File: src/rtl/hbb_pkg.sv
package hbb_pkg;
   typedef enum logic [2:0] {
      ST_IDLE = 3'd0,
      ST_ACC  = 3'd1,
      ST_DONE = 3'd2,
      ST_ERR  = 3'd3,
      ST_PARK = 3'd4
   } hbb_state_e;

   typedef enum logic [1:0] {
      RGN_CONN = 2'd0,
      RGN_DATA = 2'd1,
      RGN_CTRL = 2'd2,
      RGN_VOID = 2'd3
   } hbb_rgn_e;
endpackage

File: src/rtl/hbb_sync.sv
module hbb_sync #(
   parameter int            W       = 1,
   parameter int            STAGES  = 2,
   parameter logic [W-1:0]  RST_VAL = '0
) (
   input  logic         clk,
   input  logic         rst_n,
   input  logic [W-1:0] d,
   output logic [W-1:0] q
);
   if (STAGES < 0 || STAGES > 4) begin : g_bad
      $error("hbb_sync: STAGES out of range");
   end

   if (STAGES == 0) begin : g_pass
      assign q = d;
   end else begin : g_chain
      logic [W-1:0] chain [STAGES];
      always_ff @(posedge clk or negedge rst_n) begin
         if (!rst_n) begin
            for (int i = 0; i < STAGES; i++) chain[i] <= RST_VAL;
         end else begin
            chain[0] <= d;
            for (int i = 1; i < STAGES; i++) chain[i] <= chain[i-1];
         end
      end
      assign q = chain[STAGES-1];
   end
endmodule

File: src/rtl/hbb_decode.sv
module hbb_decode import hbb_pkg::*; (
   input  logic [1:0] rgn_bits,
   input  logic       is_write,
   input  logic       init_busy,
   output logic       err
);
   hbb_rgn_e rgn;
   logic     mem_space;

   always_comb begin
      rgn       = hbb_rgn_e'(rgn_bits);
      mem_space = (rgn == RGN_CONN) || (rgn == RGN_DATA);
      err       = (rgn == RGN_VOID)
               || ((rgn == RGN_DATA) && is_write)
               || (mem_space && init_busy);
   end
endmodule

File: src/rtl/hbb_lanes.sv
module hbb_lanes #(
   parameter int HW = 16,
   localparam int IW = 2 * HW,
   localparam int HB = HW / 8,
   localparam int BW = IW / 8
) (
   input  logic          a1,
   input  logic [HB-1:0] lane_n,
   input  logic [HW-1:0] hw_in,
   input  logic [IW-1:0] word_in,
   output logic [BW-1:0] be,
   output logic [IW-1:0] word_out,
   output logic [HW-1:0] hw_out
);
   // half 1 holds the upper word bits and is chosen by a1 = 0 (big-endian)
   for (genvar h = 0; h < 2; h++) begin : g_half
      assign be[h*HB +: HB]       = (a1 == (h == 0)) ? ~lane_n : '0;
      assign word_out[h*HW +: HW] = hw_in;
   end

   assign hw_out = a1 ? word_in[HW-1:0] : word_in[IW-1:HW];
endmodule

File: src/rtl/hbb_bridge.sv
module hbb_bridge import hbb_pkg::*; #(
   parameter int AW          = 12,
   parameter int HW          = 16,
   parameter int SYNC_STAGES = 2,
   localparam int IW  = 2 * HW,
   localparam int HB  = HW / 8,
   localparam int BW  = IW / 8,
   localparam int WAW = AW - 2
) (
   input  logic           clk,
   input  logic           rst_n,
   input  logic           bus_mode,
   input  logic           cs_n,
   input  logic           ds_n,
   input  logic           rw,
   input  logic           rd_n,
   input  logic           wr_n,
   input  logic [HB-1:0]  lane_n,
   input  logic [AW-1:1]  haddr,
   input  logic [HW-1:0]  hwdata,
   output logic [HW-1:0]  hrdata,
   output logic           hdata_oe,
   output logic           ack_n,
   output logic           berr_n,
   output logic           wait_n,
   output logic           hs_oe,
   input  logic           init_busy,
   output logic           mem_req,
   output logic           mem_we,
   output logic [WAW-1:0] mem_addr,
   output logic [BW-1:0]  mem_be,
   output logic [IW-1:0]  mem_wdata,
   input  logic [IW-1:0]  mem_rdata,
   input  logic           mem_rdy
);
   if (HW % 8 != 0 || HW < 8) begin : g_bad_hw
      $error("hbb_bridge: HW must be a multiple of 8");
   end
   if (AW < 5) begin : g_bad_aw
      $error("hbb_bridge: AW too small for region decode");
   end

   // control pins: {cs_n, ds_n, rd_n, wr_n, bus_mode}
   logic [4:0] ctl_raw, ctl_s;
   assign ctl_raw = {cs_n, ds_n, rd_n, wr_n, bus_mode};

   hbb_sync #(.W(5), .STAGES(SYNC_STAGES), .RST_VAL(5'b11110)) u_sync (
      .clk   (clk),
      .rst_n (rst_n),
      .d     (ctl_raw),
      .q     (ctl_s)
   );

   logic cs_act, strobe_act, wr_c, mode_s;
   always_comb begin
      mode_s     = ctl_s[0];
      cs_act     = !ctl_s[4];
      strobe_act = mode_s ? (!ctl_s[2] || !ctl_s[1]) : !ctl_s[3];
      wr_c       = mode_s ? !ctl_s[1] : !rw;
   end

   logic err_c;
   hbb_decode u_dec (
      .rgn_bits  (haddr[AW-1:AW-2]),
      .is_write  (wr_c),
      .init_busy (init_busy),
      .err       (err_c)
   );

   hbb_state_e      state;
   logic            mode_q, we_q, a1_q, err_q;
   logic [HB-1:0]   lane_q;
   logic [WAW-1:0]  addr_q;
   logic [HW-1:0]   hw_q, rd_q, rd_half;

   hbb_lanes #(.HW(HW)) u_lanes (
      .a1       (a1_q),
      .lane_n   (lane_q),
      .hw_in    (hw_q),
      .word_in  (mem_rdata),
      .be       (mem_be),
      .word_out (mem_wdata),
      .hw_out   (rd_half)
   );

   always_ff @(posedge clk or negedge rst_n) begin
      if (!rst_n) begin
         state  <= ST_IDLE;
         mode_q <= 1'b0;
         we_q   <= 1'b0;
         a1_q   <= 1'b0;
         err_q  <= 1'b0;
         lane_q <= '1;
         addr_q <= '0;
         hw_q   <= '0;
         rd_q   <= '0;
      end else begin
         unique case (state)
            ST_IDLE: if (cs_act && strobe_act) begin
               mode_q <= mode_s;
               we_q   <= wr_c;
               a1_q   <= haddr[1];
               lane_q <= lane_n;
               addr_q <= haddr[AW-1:2];
               hw_q   <= hwdata;
               err_q  <= err_c;
               state  <= ST_ACC;
            end
            ST_ACC: begin
               if (err_q) begin
                  state <= ST_ERR;
               end else if (mem_rdy) begin
                  rd_q  <= rd_half;
                  state <= ST_DONE;
               end
            end
            ST_DONE, ST_ERR: begin
               if (!cs_act)          state <= ST_PARK;
               else if (!strobe_act) state <= ST_IDLE;
            end
            ST_PARK: state <= ST_IDLE;
            default: state <= ST_IDLE;
         endcase
      end
   end

   always_comb begin
      mem_req  = (state == ST_ACC) && !err_q;
      mem_we   = we_q;
      mem_addr = addr_q;
      hrdata   = rd_q;
      hdata_oe = cs_act && (state == ST_DONE) && !we_q;
      hs_oe    = cs_act || (state != ST_IDLE);
      ack_n    = !((state == ST_DONE) && !mode_q);
      berr_n   = !(state == ST_ERR);
      wait_n   = !((state == ST_ACC) && mode_q);
   end
endmodule

File: config.mk
export PLATFORM = sky130hd
export DESIGN_NAME = hbb_bridge
export DESIGN_NICKNAME = d
export VERILOG_FILES = /design/src/rtl/hbb_pkg.sv /design/src/rtl/hbb_sync.sv /design/src/rtl/hbb_decode.sv /design/src/rtl/hbb_lanes.sv /design/src/rtl/hbb_bridge.sv
export SDC_FILE = /design/constraint.sdc
export NUM_CORES = 1
export LEC_CHECK = 0
export BUFFER_PORTS_ARGS = -buffer_cell sky130_fd_sc_hd__buf_2
export CAP_MARGIN = 25
export CORE_ASPECT_RATIO = 1.2
export CORE_MARGIN = 2
export CORE_UTILIZATION = 46
export DETAILED_ROUTE_END_ITERATION = 8
export HOLD_SLACK_MARGIN = 0.03
export PLACE_DENSITY = 0.82
export SLEW_MARGIN = 5
export SYNTH_ARGS = -nofsm -noshare
export SYNTH_HDL_FRONTEND = slang
export SYNTH_SLANG_ARGS = --single-unit
File: constraint.sdc
create_clock -name clk -period 1.8 [get_ports clk]
set_input_delay 0.09 -clock clk [delete_from_list [all_inputs] [get_ports clk]]
set_output_delay 0.09 -clock clk [all_outputs]
set_load 0.02 [all_outputs]
==> metrics.log, run 1 <==
INFO  metric clock-root-buffer = sky130_fd_sc_hd__clkbuf_8
INFO  metric num-nets-final = between 400 and 500
INFO  metric postLayoutCoreUtil = ~67%
INFO  metric run_status = completed
INFO  metric finalSetupViolCount = 0
INFO  metric post_synth_xor_area_fraction = 0.309%
INFO  metric grt_pass1_wl = ~10 mm
INFO  metric fmaxAchievable = ~0.59 GHz
INFO  metric critical_path_arrival = between 1500 and 2000 ps
INFO  metric grt_util_all_layers = between 15 and 20%
INFO  metric firstDrtPassIters = 3
INFO  metric syn2layout_area_growth = 41.9%
INFO  metric drt_iter0_markers = 32
INFO  metric post_synth_main_area_contributors = sky130_fd_sc_hd__dfrtp_1, sky130_fd_sc_hd__mux2_4, sky130_fd_sc_hd__mux2_2, sky130_fd_sc_hd__dfstp_2, sky130_fd_sc_hd__buf_4
INFO  metric clock_period_minus_worst_slack = ~1700 ps
INFO  metric final.period_utilization = around 94%
INFO  metric overflow_after_grt = 0
INFO  metric critical_path_required = just over 2000 ps
INFO  metric critical_path.slowest_cell = sky130_fd_sc_hd__dfrtp_1
INFO  metric io-pin-count = 140
INFO  metric clock_tree.htree_level_count = 3
INFO  metric place_ws = 84.1 ps
INFO  metric synth_seq_cells = 61
INFO  metric cts_inserted_buffers = 9
INFO  metric yosys.cell_count.top_type = sky130_fd_sc_hd__dfrtp_1
INFO  metric path_cells = nor3_2 -> and4_2 -> buf_12 -> mux2_2
INFO  metric cp_slowest_stage_delay = 440 ps
INFO  metric hold_path_class = primary input to flip-flop
INFO  metric post_synth_fa_ha_maj_area_fraction = 0%
INFO  metric core_area = 0.00601 mm2
INFO  metric post_drt_via_cell_ratio = about 4.6
INFO  metric synth_top_cell_by_area = sky130_fd_sc_hd__dfrtp_1
INFO  metric vertical_die_dimension = 90.0 um
INFO  metric num_antenna_cells = 0
INFO  metric postRouteWirelength = about 6 mm
INFO  metric antenna_left = 0
INFO  metric fill_cells = ~430
INFO  metric clk_lat_worst_skew = 330 ps
INFO  metric yosysTopAreaCellShare = between 40% and 50%
INFO  metric tritoncts_num_sinks = between 60 and 70
INFO  metric yosys-mux-area-fraction = between 30% and 40%
INFO  metric post-dp-hpwl = between 4 and 5 mm
INFO  metric place_area = roughly 0.0035 mm2
INFO  metric number_of_global_route_vias_before_repair = between 2000 and 2500
INFO  metric setup-tns-final = 0 ps
INFO  metric met1_use_gr = a little over a fifth
INFO  metric globalplace.congestion = roughly 0.79
INFO  metric antenna_found_initial = 0
INFO  metric fp.dieArea = between 0.006 and 0.007 mm2
INFO  metric layout_cells_sized_above_1 = approximately two thirds
INFO  metric yosysSeqAreaShare = 54.3%
INFO  metric synth_ff_type = sky130_fd_sc_hd__dfrtp_1
INFO  metric final.setup.worst_slack = around 100 ps
INFO  metric leakage = 2.03 nW
INFO  metric max_cap_violations = 0
INFO  metric finalInstanceArea = 0.00402 mm2
INFO  metric floorplan.initialDensity = a little under half
INFO  metric dp_cells = about 380
INFO  metric synth-edff-count = 0
INFO  metric drt_drc_violations_left = 0
INFO  metric powerDensity = between 1500 and 2000 mW/mm2
INFO  metric synth.top_cells.by_count = sky130_fd_sc_hd__dfrtp_1, sky130_fd_sc_hd__mux2_4, sky130_fd_sc_hd__mux2_2, sky130_fd_sc_hd__buf_4, sky130_fd_sc_hd__dfstp_2
INFO  metric setup.reg_to_reg.worst_slack = 100 ps
INFO  metric synthesis.area = ~0.0028 mm2
INFO  metric layoutNonFillerInstCount = 433
INFO  metric syn_nets = approximately 250
INFO  metric dr_total_vias = roughly 2000
INFO  metric synth-async-reset-ratio = 100%
INFO  metric synth_area_per_cell = ~16 um2
INFO  metric cts-root-to-sink-buffers = 2
INFO  metric finClkSkew = between 6 and 7 ps
INFO  metric synth_simple_gate_area_share = 5.39%
INFO  metric port_buffers = ~140
INFO  metric synth_top_family_by_area = multiplexers
INFO  metric grt_use_met2 = 33.1%
INFO  metric grt_max_degree = 40
INFO  metric routed_wire_length_per_instance = ~14 um
INFO  metric critPathLaunchType = flip-flop
INFO  metric clk_pin_slew = 60 ps
INFO  metric timing_worst_slew_pin_value = between 500 and 600 ps
INFO  metric synth_compound_area_share = less than 1%
INFO  metric final-hold-violation-count = 0
INFO  metric power = ~7.0 mW
INFO  metric die_width = 75.7 um
INFO  metric cts_tree = built
INFO  metric grt_busiest_layer = met2
INFO  metric yosysWarningCount = 0
INFO  metric timing.critical_path.fanout_max = 25
INFO  metric final_max_slew_viol_count = 0
INFO  metric yosysUniqueCellTypes = 29
INFO  metric rsz0062_at_grt = false
INFO  metric worst-setup-path-type = flip-flop to flip-flop
INFO  metric placement_rows = 31
INFO  metric holdWs = between 100 and 150 ps
INFO  metric critPathCaptureType = flip-flop
INFO  metric power.ir.vdd_worst = 1.03 mV
INFO  metric slew_headroom = between 60 and 70%
INFO  metric synth_cells = 180
INFO  metric grt.met3_usage = under 10%
==> registers in the layout, indices dropped and copies added (netlist names) <==
| signal | count |
|---|---|
| mem_addr | 10 |
| mem_we | 1 |
| u_sync.q | 5 |
| mode_q | 1 |
| a1_q | 1 |
| u_sync.g_chain.chain | 5 |
| hrdata | 16 |
| err_q | 1 |
| lane_q | 2 |
| state | 3 |
| hw_q | 16 |
==> power by group <==
group          switching [mW]  leakage, nW  total, mW  internal, mW
combinational            1.73         1.22       3.38          1.65
sequential              0.462        0.713       2.45          1.98
clock                   0.495       0.0964       1.17         0.673
total                    2.69         2.03       7.00          4.31
==> layout make-up <==
| cell class | instances | area [um2] | share of cell area, % |
|---|---|---|---|
| Sequential cell | 61 | 1540 | 38.3 |
| Tap cell | 82 | 103 | 2.55 |
| Timing Repair Buffer | 178 | 1100 | 27.4 |
| Clock buffer | 12 | 145 | 3.61 |
| Clock inverter | 4 | 47.5 | 1.18 |
| Inverter | 3 | 11.3 | 0.280 |
| Multi-Input combinational cell | 93 | 1070 | 26.7 |
==> layer usage <==
metal  vias to the layer above  share of wire (%)
li1                        944                  -
met1                       950                 38
met2                        99                 52
met3                        18                7.7
met4                         0                2.4
met5                         -                  0
==> worst paths after layout <==
path,end,startpoint,depth (start not counted)
setup / recovery,hw_q[0],state[2],4
hold / removal,hrdata[3],mem_rdata[3],3
setup reg to reg,hw_q[0],state[2],4
hold reg to reg,u_sync.q[0],u_sync.g_chain.chain[5],0
max in group asynchronous,lane_q[1],rst_n,3
min in group asynchronous,hrdata[13],rst_n,2
==> worst max-delay path, delay by kind of cell, from the launching register on <==
family	cells	cell delay, ps
simple gates	2	540
flops	1	440
mux	1	360
buf+inv	1	220
==> placed cells by master (no fill, tap or decap), drive strengths merged <==
cell type | synthesis | final
mux2 | 64 | 64
dfrtp | 51 | 51
dlygate4sd3 | 0 | 35
xnor2 | 1 | 1
nand2b | 1 | 1
or2 | 1 | 1
a21oi | 3 | 3
inv | 3 | 3
bufinv | 0 | 1
nand2 | 2 | 2
a211o | 1 | 1
and2 | 1 | 1
nand4 | 2 | 2
clkinv | 0 | 2
clkinvlp | 0 | 1
nor2 | 4 | 4
nor2b | 2 | 2
buf | 22 | 143
nor3 | 1 | 1
mux2i | 2 | 2
clkbuf | 1 | 12
nor4 | 1 | 1
or3 | 2 | 2
or2b | 1 | 1
and4 | 1 | 1
nor3b | 1 | 1
nand3 | 2 | 2
dfstp | 10 | 10
==> cells by family after synthesis <==
group | Yosys count
muxes | 66
DFF | 61
buffers and inverters | 26
and+or+nand+nor | 22
AOI/OAI and AO/OA | 4
xor gates and xnor gates | 1
==> repair_timing <==
action | 4_1_cts | 5_1_grt
endpoints found under the hold margin | 56 | 0
resized for setup | 0 | 2
endpoints found under the setup margin | 0 | 3
setup buffers | 0 | 0
hold buffers | 35 | 0
No activity file was read; power rests on OpenSTA's default activity.
==> run 2, diff against run 1 <==
ABC_AREA = 1   (was unset)
CAP_MARGIN = unset   (was 25)
CORE_UTILIZATION = 45   (was 46)
SKIP_CTS_REPAIR_TIMING = 1   (was unset)
==> metrics.log, run 2 <==
INFO  metric yosysSeqAreaShare = between 50% and 60%
INFO  metric post_drt_via_cell_ratio = about 4.5
INFO  metric yosysTopAreaCellShare = 47.0%
INFO  metric clock-root-buffer = sky130_fd_sc_hd__clkbuf_8
INFO  metric worst_hold_startpoint = haddr[10]
INFO  metric power.switching = 2.95 mW
INFO  metric rsz0062_at_grt = false
INFO  metric fp.dieArea = around 0.0067 mm2
INFO  metric fmaxAchievable = about 0.63 GHz
INFO  metric place_ws = 282 ps
INFO  metric antenna_found_initial = 0
INFO  metric syn_nets = 400
INFO  metric tritoncts_num_sinks = a little over 60
INFO  metric synth-async-reset-ratio = 100%
INFO  metric cts-root-to-sink-buffers = 2
INFO  metric num-nets-final = around 560
INFO  metric setup-tns-final = 0 ps
INFO  metric yosys.cell_count.top_type = sky130_fd_sc_hd__nand2_1
INFO  metric io-pin-count = 140
INFO  metric powerDensity = around 1700 mW/mm2
INFO  metric grt_use_met2 = 31.9%
INFO  metric hold-path-endpoint = mem_addr[8]
INFO  metric critical_path_arrival = roughly 1500 ps
INFO  metric final_max_slew_viol_count = 0
INFO  metric grt_pass1_wl = a little over 9 mm
INFO  metric yosysUniqueCellTypes = 20
INFO  metric critPathCaptureType = primary output
INFO  metric syn2layout_area_growth = 44.1%
INFO  metric p_int = 3.84 mW
INFO  metric drt_iter0_markers = 70
INFO  metric clock_tree.htree_level_count = 3
INFO  metric synth_ff_type = sky130_fd_sc_hd__dfrtp_1
INFO  metric seq_power_share = 34.6%
INFO  metric synth_seq_cells = a little over 60
INFO  metric clk_pin_slew = around 70 ps
INFO  metric finClkSkew = around 8.6 ps
INFO  metric grt_busiest_layer = met2
INFO  metric met1_use_gr = between 20% and 30%
INFO  metric critical_path_required = around 1700 ps
INFO  metric worstReg2RegEnd = hw_q[10]
INFO  metric timing_worst_slew_pin_value = 645 ps
INFO  metric die_width = 74.9 um
INFO  metric synthesis.area = about 0.0027 mm2
INFO  metric globalplace.congestion = just under 0.8
INFO  metric clk_lat_worst_skew = approximately 320 ps
INFO  metric leakage = around 2.2 nW
INFO  metric p_sw_share = between 40 and 50%
INFO  metric yosysWarningCount = 0
INFO  metric critPathLaunchType = flip-flop
INFO  metric clock_period_minus_worst_slack = ~1600 ps
INFO  metric synth_cells = between 300 and 400
INFO  metric max_cap_violations = 0
INFO  metric timing.critical_path.fanout_max = 3
INFO  metric synth-edff-count = 0
INFO  metric cts_inserted_buffers = 9
INFO  metric setup.reg_to_reg.worst_slack = roughly 290 ps
INFO  metric run_status = completed
INFO  metric grt_max_degree = 35
INFO  metric port_buffers = roughly 140
INFO  metric gate_power_share = 45.6%
INFO  metric synth_top_cell_by_area = sky130_fd_sc_hd__dfrtp_1
INFO  metric post_synth_main_area_contributors = sky130_fd_sc_hd__dfrtp_1, sky130_fd_sc_hd__nand2_1, sky130_fd_sc_hd__dfstp_2, sky130_fd_sc_hd__buf_4, sky130_fd_sc_hd__inv_1
INFO  metric placement_rows = 31
INFO  metric vertical_die_dimension = about 89 um
INFO  metric post-dp-hpwl = roughly 4.5 mm
INFO  metric synth_area_per_cell = about 8.3 um2
INFO  metric final.setup.worst_slack = approximately 210 ps
INFO  metric core_area = 0.00593 mm2
INFO  metric finalInstanceArea = roughly 0.004 mm2
INFO  metric power = just under 7 mW
INFO  metric antenna_left = 0
INFO  metric power.ir.vdd_worst = 1.01 mV
INFO  metric floorplan.initialDensity = a little under half
INFO  metric grt.met3_usage = under 10%
INFO  metric slew_headroom = between 50% and 60%
INFO  metric overflow_after_grt = 0
INFO  metric final.period_utilization = around 90%
INFO  metric routed_wire_length_per_instance = between 10 and 15 um
INFO  metric critical_path.reg2reg.startpoint = u_sync.q[1]
INFO  metric holdWs = between 40 and 50 ps
INFO  metric clockPowerShare = between 15 and 20%
INFO  metric synth.top_cells.by_count = sky130_fd_sc_hd__nand2_1, sky130_fd_sc_hd__dfrtp_1, sky130_fd_sc_hd__inv_1, sky130_fd_sc_hd__buf_4, sky130_fd_sc_hd__o21ai_1
INFO  metric reg2reg_depth = 6
INFO  metric worst-setup-path-type = flip-flop to primary output
INFO  metric postRouteWirelength = just under 7 mm
INFO  metric cts_tree = built
INFO  metric worst_hold_path.num_cells = 3
INFO  metric grt_util_all_layers = 18.2%
INFO  metric place_area = 0.00336 mm2
INFO  metric hold_path_class = primary input to flip-flop
INFO  metric layout_common_cells = sky130_fd_sc_hd__nand2_1, sky130_fd_sc_hd__buf_2, sky130_fd_sc_hd__dfrtp_1
INFO  metric dr_total_vias = ~2600
INFO  metric layout.cells.most_common = sky130_fd_sc_hd__nand2_1
INFO  metric firstDrtPassIters = 4
INFO  metric finalSetupViolCount = 0
INFO  metric final-hold-violation-count = 0
INFO  metric drt_drc_violations_left = 0
INFO  metric layout_cells_sized_above_1 = about 36%
INFO  metric number_of_global_route_vias_before_repair = approximately 2200
INFO  metric num_antenna_cells = 0
[run 2: cell types whose count changed in the layout (fill, tap and decap cells not counted), sizes merged, moves of 2 or more]
cell	change
o21ai	+20
dlygate4sd3	-2
nand3	+3
nand2	+163
nor2	+6
nor3	+2
mux2i	-2
inv	+25
nor2b	-2
mux2	-64
or3	-2
[run 2: area by class of cell]
cell class                 instances  area (um2)
multi-input combinational        210         871
fill                             513        2020
clock inverter                     4        70.1
sequential                        61        1540
clock buffer                      12         155
timing repair buffer             176        1070
tap                               82         103
inverter                          29         109
[run 2: critical path, cell delays in order (launching register included)]
cell and delay (ps):
sky130_fd_sc_hd__dfrtp_1 430, sky130_fd_sc_hd__nor2_1 210, sky130_fd_sc_hd__nand2_1 90, sky130_fd_sc_hd__or2_2 290, sky130_fd_sc_hd__buf_2 160
[run 2: kinds of logic after synthesis]
| kind of cell | count (synthesis) | share of synthesized area (%) |
|---|---|---|
| DFF | 61 | 56.7 |
| and+or+nand+nor | 187 | 27.8 |
| buffers and inverters | 58 | 11.3 |
| AOI/OAI and AO/OA | 23 | 4.24 |
[run 2: worst max-delay path by stage]
stage	from	slack (ps)	end	depth (start not counted)
3_5_place_dp	u_sync.q[2]	280	mem_addr[9]	5
4_1_cts	state[1]	180	ack_n	5
2_1_floorplan	state[2]	550	hw_q[10]	9
5_1_grt	state[1]	60	ack_n	5
3_3_place_gp	u_sync.q[1]	360	mem_addr[9]	5
6_report	state[2]	210	ack_n	4
[run 2: per-layer routing]
metal  part of all wire, %  vias to the layer above  wire [um]
li1                      -                     1292          -
met1                    38                     1195       2560
met2                    55                      114       3730
met3                   7.2                        4        489
met4                  0.40                        0         27
met5                     0                        -          0
[run 2: power by group through the flow]
stage               logic [mW]  clock network (mW)  registers [mW]
floorplan                 1.70                   0            2.88
global placement          2.97                   0            2.33
detailed placement        3.05                   0            2.36
CTS                       3.05                1.39            2.35
global route              3.39                1.45            2.42
finish                    3.09                1.35            2.35
[run 2: metrics by stage]
| step | util (%) | std cells |
|---|---|---|
| after floorplan | - | 329 |
| after global placement | 56.6 | 525 |
| after detailed placement | 56.6 | 525 |
| after CTS | 60.4 | 541 |
| after global routing | 66.0 | 574 |
| final | 66.0 | 574 |
